### src/rtl/bmdma_pkg.sv
package bmdma_pkg;
  localparam int OFF_CMD  = 0;
  localparam int OFF_STAT = 2;
  localparam int OFF_PTR  = 4;

  localparam int CMD_START = 0;
  localparam int CMD_DIR   = 3;

  localparam int ST_ACT  = 0;
  localparam int ST_ERR  = 1;
  localparam int ST_IRQ  = 2;
  localparam int ST_CAP0 = 5;
  localparam int ST_CAP1 = 6;
endpackage

### src/rtl/bmdma_cmd.sv
module bmdma_cmd (
  input  logic clk,
  input  logic rst,
  input  logic wr_cmd,
  input  logic start_bit,
  input  logic dir_bit,
  input  logic eng_done,
  input  logic eng_error,
  output logic start_q,
  output logic dir_q,
  output logic active_q
);
  logic start_rise, stop_req;

  assign start_rise = wr_cmd & start_bit & ~start_q;
  assign stop_req   = wr_cmd & ~start_bit;

  always_ff @(posedge clk) begin
    if (rst) begin
      start_q  <= 1'b0;
      dir_q    <= 1'b0;
      active_q <= 1'b0;
    end else begin
      if (wr_cmd) begin
        start_q <= start_bit;
        dir_q   <= dir_bit;
      end
      if (eng_done | eng_error | stop_req)
        active_q <= 1'b0;
      else if (start_rise)
        active_q <= 1'b1;
    end
  end

  // activity can only exist while start is held
  assert_active_needs_start_R4: assert property (@(posedge clk) disable iff (rst)
    active_q |-> start_q);
  // end or error events drop activity
  assert_end_clears_active_R4: assert property (@(posedge clk) disable iff (rst)
    (eng_done || eng_error) |=> !active_q);
  // a clean 0->1 start write raises activity
  assert_rise_sets_active_R3: assert property (@(posedge clk) disable iff (rst)
    (wr_cmd && start_bit && !start_q && !eng_done && !eng_error) |=> active_q);
endmodule

### src/rtl/bmdma_stat.sv
module bmdma_stat (
  input  logic       clk,
  input  logic       rst,
  input  logic       wr_stat,
  input  logic       clr_err,
  input  logic       clr_irq,
  input  logic [1:0] cap_wdata,
  input  logic       eng_error,
  input  logic       dev_irq,
  output logic       err_q,
  output logic       irq_q,
  output logic [1:0] cap_q
);
  always_ff @(posedge clk) begin
    if (rst) begin
      err_q <= 1'b0;
      irq_q <= 1'b0;
      cap_q <= '0;
    end else begin
      if (eng_error)              err_q <= 1'b1;
      else if (wr_stat & clr_err) err_q <= 1'b0;
      if (dev_irq)                irq_q <= 1'b1;
      else if (wr_stat & clr_irq) irq_q <= 1'b0;
      if (wr_stat)                cap_q <= cap_wdata;
    end
  end

  assert_irq_event_sets_R6: assert property (@(posedge clk) disable iff (rst)
    dev_irq |=> irq_q);
  assert_err_event_sets_R5: assert property (@(posedge clk) disable iff (rst)
    eng_error |=> err_q);
  assert_irq_w1c_R7: assert property (@(posedge clk) disable iff (rst)
    (wr_stat && clr_irq && !dev_irq) |=> !irq_q);
  assert_cap_hold_R8: assert property (@(posedge clk) disable iff (rst)
    !wr_stat |=> $stable(cap_q));
endmodule

### src/rtl/bmdma_ptr.sv
module bmdma_ptr #(
  parameter int PTR_W      = 32,
  parameter int ALIGN_BITS = 2,
  localparam int PTR_BYTES = PTR_W / 8
) (
  input  logic                 clk,
  input  logic                 rst,
  input  logic [PTR_BYTES-1:0] wr_byte,
  input  logic [7:0]           wdata,
  output logic [PTR_W-1:0]     ptr_q
);
  localparam logic [PTR_W-1:0] KEEP = {{(PTR_W-ALIGN_BITS){1'b1}}, {ALIGN_BITS{1'b0}}};

  for (genvar b = 0; b < PTR_BYTES; b++) begin : g_byte
    always_ff @(posedge clk) begin
      if (rst)             ptr_q[b*8 +: 8] <= '0;
      else if (wr_byte[b]) ptr_q[b*8 +: 8] <= wdata & KEEP[b*8 +: 8];
    end
  end

  assert_one_byte_R9: assert property (@(posedge clk) disable iff (rst)
    $onehot0(wr_byte));
  assert_ptr_hold_R9: assert property (@(posedge clk) disable iff (rst)
    !(|wr_byte) |=> $stable(ptr_q));
endmodule

### src/rtl/bmdma_regs.sv
module bmdma_regs #(
  parameter int PTR_W      = 32,
  parameter int ALIGN_BITS = 2,
  parameter int ADDR_W     = 3
) (
  input  logic             clk,
  input  logic             rst,
  input  logic             host_we,
  input  logic             host_rd,
  input  logic [ADDR_W-1:0] host_addr,
  input  logic [7:0]       host_wdata,
  output logic [7:0]       host_rdata,
  output logic             eng_start,
  output logic             eng_dir_read,
  output logic [PTR_W-1:0] tbl_ptr,
  input  logic             eng_done,
  input  logic             eng_error,
  input  logic             dev_irq,
  output logic             irq_out
);
  import bmdma_pkg::*;

  localparam int PTR_BYTES = PTR_W / 8;

  logic wr_cmd, wr_stat;
  logic [PTR_BYTES-1:0] wr_byte;
  logic start_q, dir_q, active_q, err_q, irq_q;
  logic [1:0] cap_q;
  logic [PTR_W-1:0] ptr_q;
  logic [7:0] rd_mux;

  assign wr_cmd  = host_we && (host_addr == ADDR_W'(OFF_CMD));
  assign wr_stat = host_we && (host_addr == ADDR_W'(OFF_STAT));

  for (genvar b = 0; b < PTR_BYTES; b++) begin : g_dec
    assign wr_byte[b] = host_we && (host_addr == ADDR_W'(OFF_PTR + b));
  end

  bmdma_cmd u_cmd (
    .clk(clk), .rst(rst), .wr_cmd(wr_cmd),
    .start_bit(host_wdata[CMD_START]), .dir_bit(host_wdata[CMD_DIR]),
    .eng_done(eng_done), .eng_error(eng_error),
    .start_q(start_q), .dir_q(dir_q), .active_q(active_q)
  );

  bmdma_stat u_stat (
    .clk(clk), .rst(rst), .wr_stat(wr_stat),
    .clr_err(host_wdata[ST_ERR]), .clr_irq(host_wdata[ST_IRQ]),
    .cap_wdata(host_wdata[ST_CAP1:ST_CAP0]),
    .eng_error(eng_error), .dev_irq(dev_irq),
    .err_q(err_q), .irq_q(irq_q), .cap_q(cap_q)
  );

  bmdma_ptr #(.PTR_W(PTR_W), .ALIGN_BITS(ALIGN_BITS)) u_ptr (
    .clk(clk), .rst(rst), .wr_byte(wr_byte), .wdata(host_wdata), .ptr_q(ptr_q)
  );

  always_comb begin
    rd_mux = '0;
    if (host_addr == ADDR_W'(OFF_CMD)) begin
      rd_mux[CMD_START] = start_q;
      rd_mux[CMD_DIR]   = dir_q;
    end
    if (host_addr == ADDR_W'(OFF_STAT)) begin
      rd_mux[ST_ACT]  = active_q;
      rd_mux[ST_ERR]  = err_q;
      rd_mux[ST_IRQ]  = irq_q;
      rd_mux[ST_CAP0] = cap_q[0];
      rd_mux[ST_CAP1] = cap_q[1];
    end
    for (int b = 0; b < PTR_BYTES; b++)
      if (host_addr == ADDR_W'(OFF_PTR + b)) rd_mux = ptr_q[b*8 +: 8];
  end

  always_ff @(posedge clk) begin
    if (rst)          host_rdata <= '0;
    else if (host_rd) host_rdata <= rd_mux;
  end

  assign eng_start    = start_q;
  assign eng_dir_read = dir_q;
  assign tbl_ptr      = ptr_q;
  assign irq_out      = irq_q;

  // a status read returns the interrupt flag seen at the read edge
  assert_stat_read_irq_R10: assert property (@(posedge clk) disable iff (rst)
    (host_rd && host_addr == ADDR_W'(OFF_STAT)) |=> host_rdata[ST_IRQ] == $past(irq_out));
  // no read strobe, no change of read data
  assert_rdata_hold_R10: assert property (@(posedge clk) disable iff (rst)
    !host_rd |=> $stable(host_rdata));
endmodule

### config.mk
export PLATFORM = sky130hd
export DESIGN_NAME = bmdma_regs
export DESIGN_NICKNAME = d
export VERILOG_FILES = /design/src/rtl/bmdma_pkg.sv /design/src/rtl/bmdma_cmd.sv /design/src/rtl/bmdma_stat.sv /design/src/rtl/bmdma_ptr.sv /design/src/rtl/bmdma_regs.sv
export SDC_FILE = /design/constraint.sdc
export NUM_CORES = 1
export LEC_CHECK = 0
export ABC_AREA = 1
export ABC_CLOCK_PERIOD_IN_PS = 1500
export BUFFER_PORTS_ARGS = -buffer_cell sky130_fd_sc_hd__buf_2
export CORE_UTILIZATION = 40
export DETAILED_ROUTE_END_ITERATION = 7
export PLACE_DENSITY = 0.62
export SYNTH_ARGS = -nofsm -noshare
export SYNTH_HDL_FRONTEND = slang
export SYNTH_SLANG_ARGS = --single-unit
### constraint.sdc
create_clock -name clk -period 1.5 [get_ports clk]
set_input_delay 0.3 -clock clk [delete_from_list [all_inputs] [get_ports clk]]
set_output_delay 0.3 -clock clk [all_outputs]
set_load 0.05 [all_outputs]
* Word level (Yosys, flattened, before mapping)
Index checks and enable logic that the tools add are counted.
Widths: inputs -> output; s select.
** Word-level totals
- Flip-flop bits (word level) :: 45
- Latch bits :: 0
- Bits in writable memories :: 0
- ROM bits :: 0
- Bits of input ports :: 18
- Output and inout port bits :: 43
- Memories kept :: 0
** Operators by class
- Add/sub/neg operators :: 0
- $mul :: 0
- Div/mod/pow operators :: 0
- Order comparisons :: 0
- Equal/unequal tests :: 5
- Shift operators :: 0
- Multiplexer cells :: 12
- Bitwise logic cells :: 9
- Reduce and logical (&&, ||, !) cells :: 10
** Operators by type and width (number)
- $mux 8 :: 4
- $eq 3x3->1 const B :: 4
- $logic_and 1x1->1 :: 6
- $mux 1 :: 6
- $and 1x1->1 :: 5
- $reduce_bool 2->1 :: 2
- $eq 3x2->1 const B :: 1
- $logic_not 3->1 :: 1
- $mux 3 :: 1
- $mux 2 :: 1
- $not 1->1 :: 2
- $or 1x1->1 :: 2
- $reduce_or 2->1 :: 1

* Longest topological paths before layout
- Depth after elaboration :: 7
- Mapped depth :: 9
- Gate-level depth less buffers :: 8

* By module
Synthesis repeated with hierarchy kept, for this count alone.
** Unflattened totals
- Cells, all modules :: 320
- Area, all modules :: 2179.6 sq um
** Modules (own cells, without submodules)
- bmdma_ptr :: times used 1, cells each 172, area an instance 1216.2 sq um, seq. area each 600.6 sq um
- bmdma_regs :: times used 1, cells each 111, area an instance 701.9 sq um, seq. area each 160.2 sq um
- bmdma_stat :: times used 1, cells each 19, area an instance 141.4 sq um, seq. area each 80.1 sq um
- bmdma_cmd :: times used 1, cells each 18, area an instance 120.1 sq um, seq. area each 60.1 sq um

* Worst setup path after synthesis
OpenSTA, ideal clock, no wires.
- Path kind :: input -> register
- Start point :: input host_addr[0]
- End point :: register u_ptr.ptr_q[13]
- Library setup time :: 119 ps
- Arrival :: 1059 ps
- Required time :: 1381 ps
- Path slack :: 321 ps
- Stages :: 7
- Path buffers :: 2
- Cells stage by stage :: buf_6 > inv_2 > nor3_4 > nand2_1 > buf_2 > o21ai_0 > a21oi_1
** On the way
- Cells in the longest elaborated chain, start to end :: 2
** Ends and longest elaborated chain
- from (decl) :: line bmdma_regs.sv:10 : input logic [ADDR_W-1:0] host_addr,
- $eq 3x3->1 :: line bmdma_regs.sv:36 : assign wr_byte[b] = host_we && (host_addr == ADDR_W'(OFF_PTR + b));
- $logic_and 1x1->1 :: line bmdma_regs.sv:36
- to (signal, indexed assignment) :: line bmdma_ptr.sv:17 : else if (wr_byte[b]) ptr_q[b*8 +: 8] <= wdata & KEEP[b*8 +: 8];
- to (decl) :: line bmdma_ptr.sv:10 : output logic [PTR_W-1:0] ptr_q
Every way passes these cells.
A chain may end at the register's enable or synchronous reset.

* Worst setup path in the final report
- Start point :: register u_ptr.ptr_q[9]
- End point :: output tbl_ptr[9]
** RTL lines
- to (decl) :: line bmdma_regs.sv:15 : output logic [PTR_W-1:0] tbl_ptr,
No word-level cell between the ends.

==> reports/results.tsv <==
stage	metric	value	unit
status	status	complete, no violations	
global_route	largest net degree at the start of global routing	23	
worst_setup_path	Slowest-stage cell, CP	dfxtp_1	
worst_setup_path	CP Data Arrival Time	960	ps
worst_setup_path	Worst setup SP type	flip-flop	
final_layout	fin area	2460	um^2
logic_synthesis	Syn Area/Cell	7.19	um^2
clock_network	CTS clk-pin slew, worst paths	80	ps
clock_network	Clk Latency, worst-skew pair	300	ps
logic_synthesis	top cell type's share of synthesized area	45.4	%
pwr	worst vdd ir	515	uV
sta	clock period minus worst slack	1260	ps
clock_network	CTS tree	done	
placed_design	hpwl dp	3910	um
global_route	vias in the first global route	1779	
placed_design	I/O Buffers	58	
clock_network	Longest Clk Path Bufs	2	
clock_network	Num CTS Buffers	5	
placed_design	GP Congestion	0.821	
logic_synthesis	area of the mapped netlist	1980	um^2
pwr	total power	2.64	mW
global_route	global-route wire length before repair	8710	um
worst_setup_path	Setup CP Type	flip-flop to output port	
worst_setup_path	Worst Path Buf+Inv	1	
logic_synthesis	Ys Warns	0	
sta	count of final hold-check violations	0	
floorplan	core area	4750	um^2
logic_synthesis	top post-synthesis cells by area	dfxtp_1 45%, nand2_1 9.3%, a21oi_1 9.1%	
clock_network	cts hold-fix bufs	0	
run	Max Cap Violations	0	
sta	Slew Limit Fails	0	
sta	hold slack	234	ps
logic_synthesis	post-synthesis sequential area ratio	45.4	%
floorplan	# IOs	61	
final_layout	nets@finish	353	
route	DR vias/cell	4.94	
clock_network	# Post-CTS Setup Buffers	0	
final_layout	area grow syn2layout	23.8	%
final_layout	FILL cells	501	
route	1st-pass router iterations	4	
clock_network	CTS Sinks	45	
route	DR WL/cell	13.4	um
route	Final ANT Viol Nets	0	
logic_synthesis	Distinct cells, synth	21	
worst_setup_path	Crit. End Element	output port	
route	number of remaining DRC errors	0	
route	WL final	5390	um
final_layout	layout cell share with drive strength beyond 1	24.1	%
clock_network	# H-tree levels	2	
worst_hold_path	HP Class	input pin to flip-flop	
placed_design	Cells after DPL	395	
sta	final worst-path cycle share	84.0	%
worst_setup_path	worst path required time	1200	ps
logic_synthesis	Yosys top cell by area	dfxtp_1	
global_route	global-route usage over all layers	22.2	%
placed_design	Setup WS pre-CTS	37.0	ps
route	DR iter-0 viols	171	
sta	final worst slack	239	ps
global_route	global route overflow	0	
clock_network	post-cts sizing count	0	
route	total number of vias	1991	
floorplan	Site Rows	25	
logic_synthesis	synthesized instance count	276	
worst_setup_path	Crit path largest cell delay	380	ps
sta	RSZ-0062 raised after global routing	no	
pwr	Lkg Pwr	1.15	nW
global_route	antenna violations before repair	0	
sta	final setup violation count	0	
sta	max frequency	0.793	GHz
clock_network	CTS root buf	clkbuf_8	
final_layout	Layout Utilization	51.7	%
floorplan	die width	72.4	um
final_layout	ANT cells	0	
sta	Worst Clk Skew	6.94	ps
logic_synthesis	Yosys reg bits	45	
final_layout	Post-Layout Cell Count	403	
worst_setup_path	Critical Path, Cell by Cell	buf_2	
sta	TNS Setup	0	ps
floorplan	Die H	72.4	um
placed_design	DP Area	2340	um^2
pwr	PD cells	1080	nW/um^2
worst_setup_path	Critical Path Fanout Max	3	
floorplan	Starting Density	41.7	%
floorplan	die area	5240	um^2
worst_setup_path	CP top delay family	flip-flops	
area by class of cell:
| type | count | area (um^2) | area share [%] |
|---|---|---|---|
| timing repair buffer | 67 | 370 | 15.1 |
| clock inverter | 1 | 30.0 | 1.22 |
| clock buffer | 7 | 86.3 | 3.52 |
| sequential | 45 | 901 | 36.7 |
| multi-input combinational | 186 | 872 | 35.5 |
| tap | 67 | 83.8 | 3.41 |
| inverter | 30 | 113 | 4.58 |
worst paths after layout:
check / startpoint / end / slack, ps / depth (start not counted)
max: u_ptr.ptr_q[9]$_SDFFE_PP0P_ / tbl_ptr[9] / 240 / 1
min: eng_done / u_cmd.active_q$_SDFFE_PP0P_ / 230 / 3
max reg2reg: u_ptr.ptr_q[6]$_SDFFE_PP0P_ / host_rdata[6]$_SDFFE_PP0P_ / 520 / 6
min reg2reg: u_stat.cap_q[0]$_SDFFE_PP0N_ / u_stat.cap_q[0]$_SDFFE_PP0N_ / 460 / 2
flip-flops by register name (all words and copies together), names as in the netlist:
signal          cells
u_ptr.ptr_q        30
u_stat.cap_q        2
u_stat.err_q        1
host_rdata          8
u_stat.irq_q        1
u_cmd.dir_q         1
u_cmd.active_q      1
u_cmd.start_q       1
where the power goes:
part	leakage, nW	switching (mW)	internal, mW
combinational	0.728	0.309	0.106
sequential	0.367	0.0243	1.24
clock	0.0585	0.425	0.544
total	1.15	0.758	1.89
routing by layer:
metal / up-vias / part of all wire [%] / global-route usage [%]
met5: - / 0 / 0
met3: 12 / 5.6 / 4.72
li1: 1016 / - / -
met1: 888 / 47 / 29.6
met2: 75 / 45 / 33.6
met4: 0 / 2.5 / 11.8
Yosys cell counts:
master / count
nand2_1: 49
nand4_1: 1
inv_1: 27
o21bai_1: 1
buf_4: 4
nor3_4: 2
or2_2: 1
buf_6: 3
nand3_1: 28
clkbuf_1: 6
o211ai_1: 2
o21ai_0: 32
inv_2: 3
conb_1: 1
a21oi_1: 36
buf_2: 3
a31oi_1: 2
nand3_2: 1
dfxtp_1: 45
nor2_1: 28
nor3_1: 1
placed cells by master (no fill, tap or decap):
master,count
buf_2,58
nand2_1,49
dfxtp_1,45
a21oi_1,36
o21ai_0,32
nand3_1,28
nor2_1,28
inv_1,27
buf_4,8
clkbuf_8,6
inv_2,3
nor3_4,2
o211ai_1,2
a31oi_1,2
conb_1,2
nand3_2,1
or2_2,1
nor3_1,1
nand4_1,1
o21bai_1,1
bufinv_16,1
clkbuf_1,1
buf_12,1
cell families after synthesis:
kind of cell	synth area share [%]
buffers and inverters	10.8
other	0.189
AO/OA/AOI/OAI	18.9
AND/OR/NAND/NOR	24.7
flip-flops	45.4
worst reg2reg max path: cells and delay by family (launching register included):
| family | cells | cell delay [ps] |
|---|---|---|
| AO/OA/AOI/OAI | 2 | 300 |
| buffers and inverters | 1 | 30 |
| flip-flops | 1 | 340 |
| AND/OR/NAND/NOR | 3 | 230 |
No activity file was read; power rests on OpenSTA's default activity.
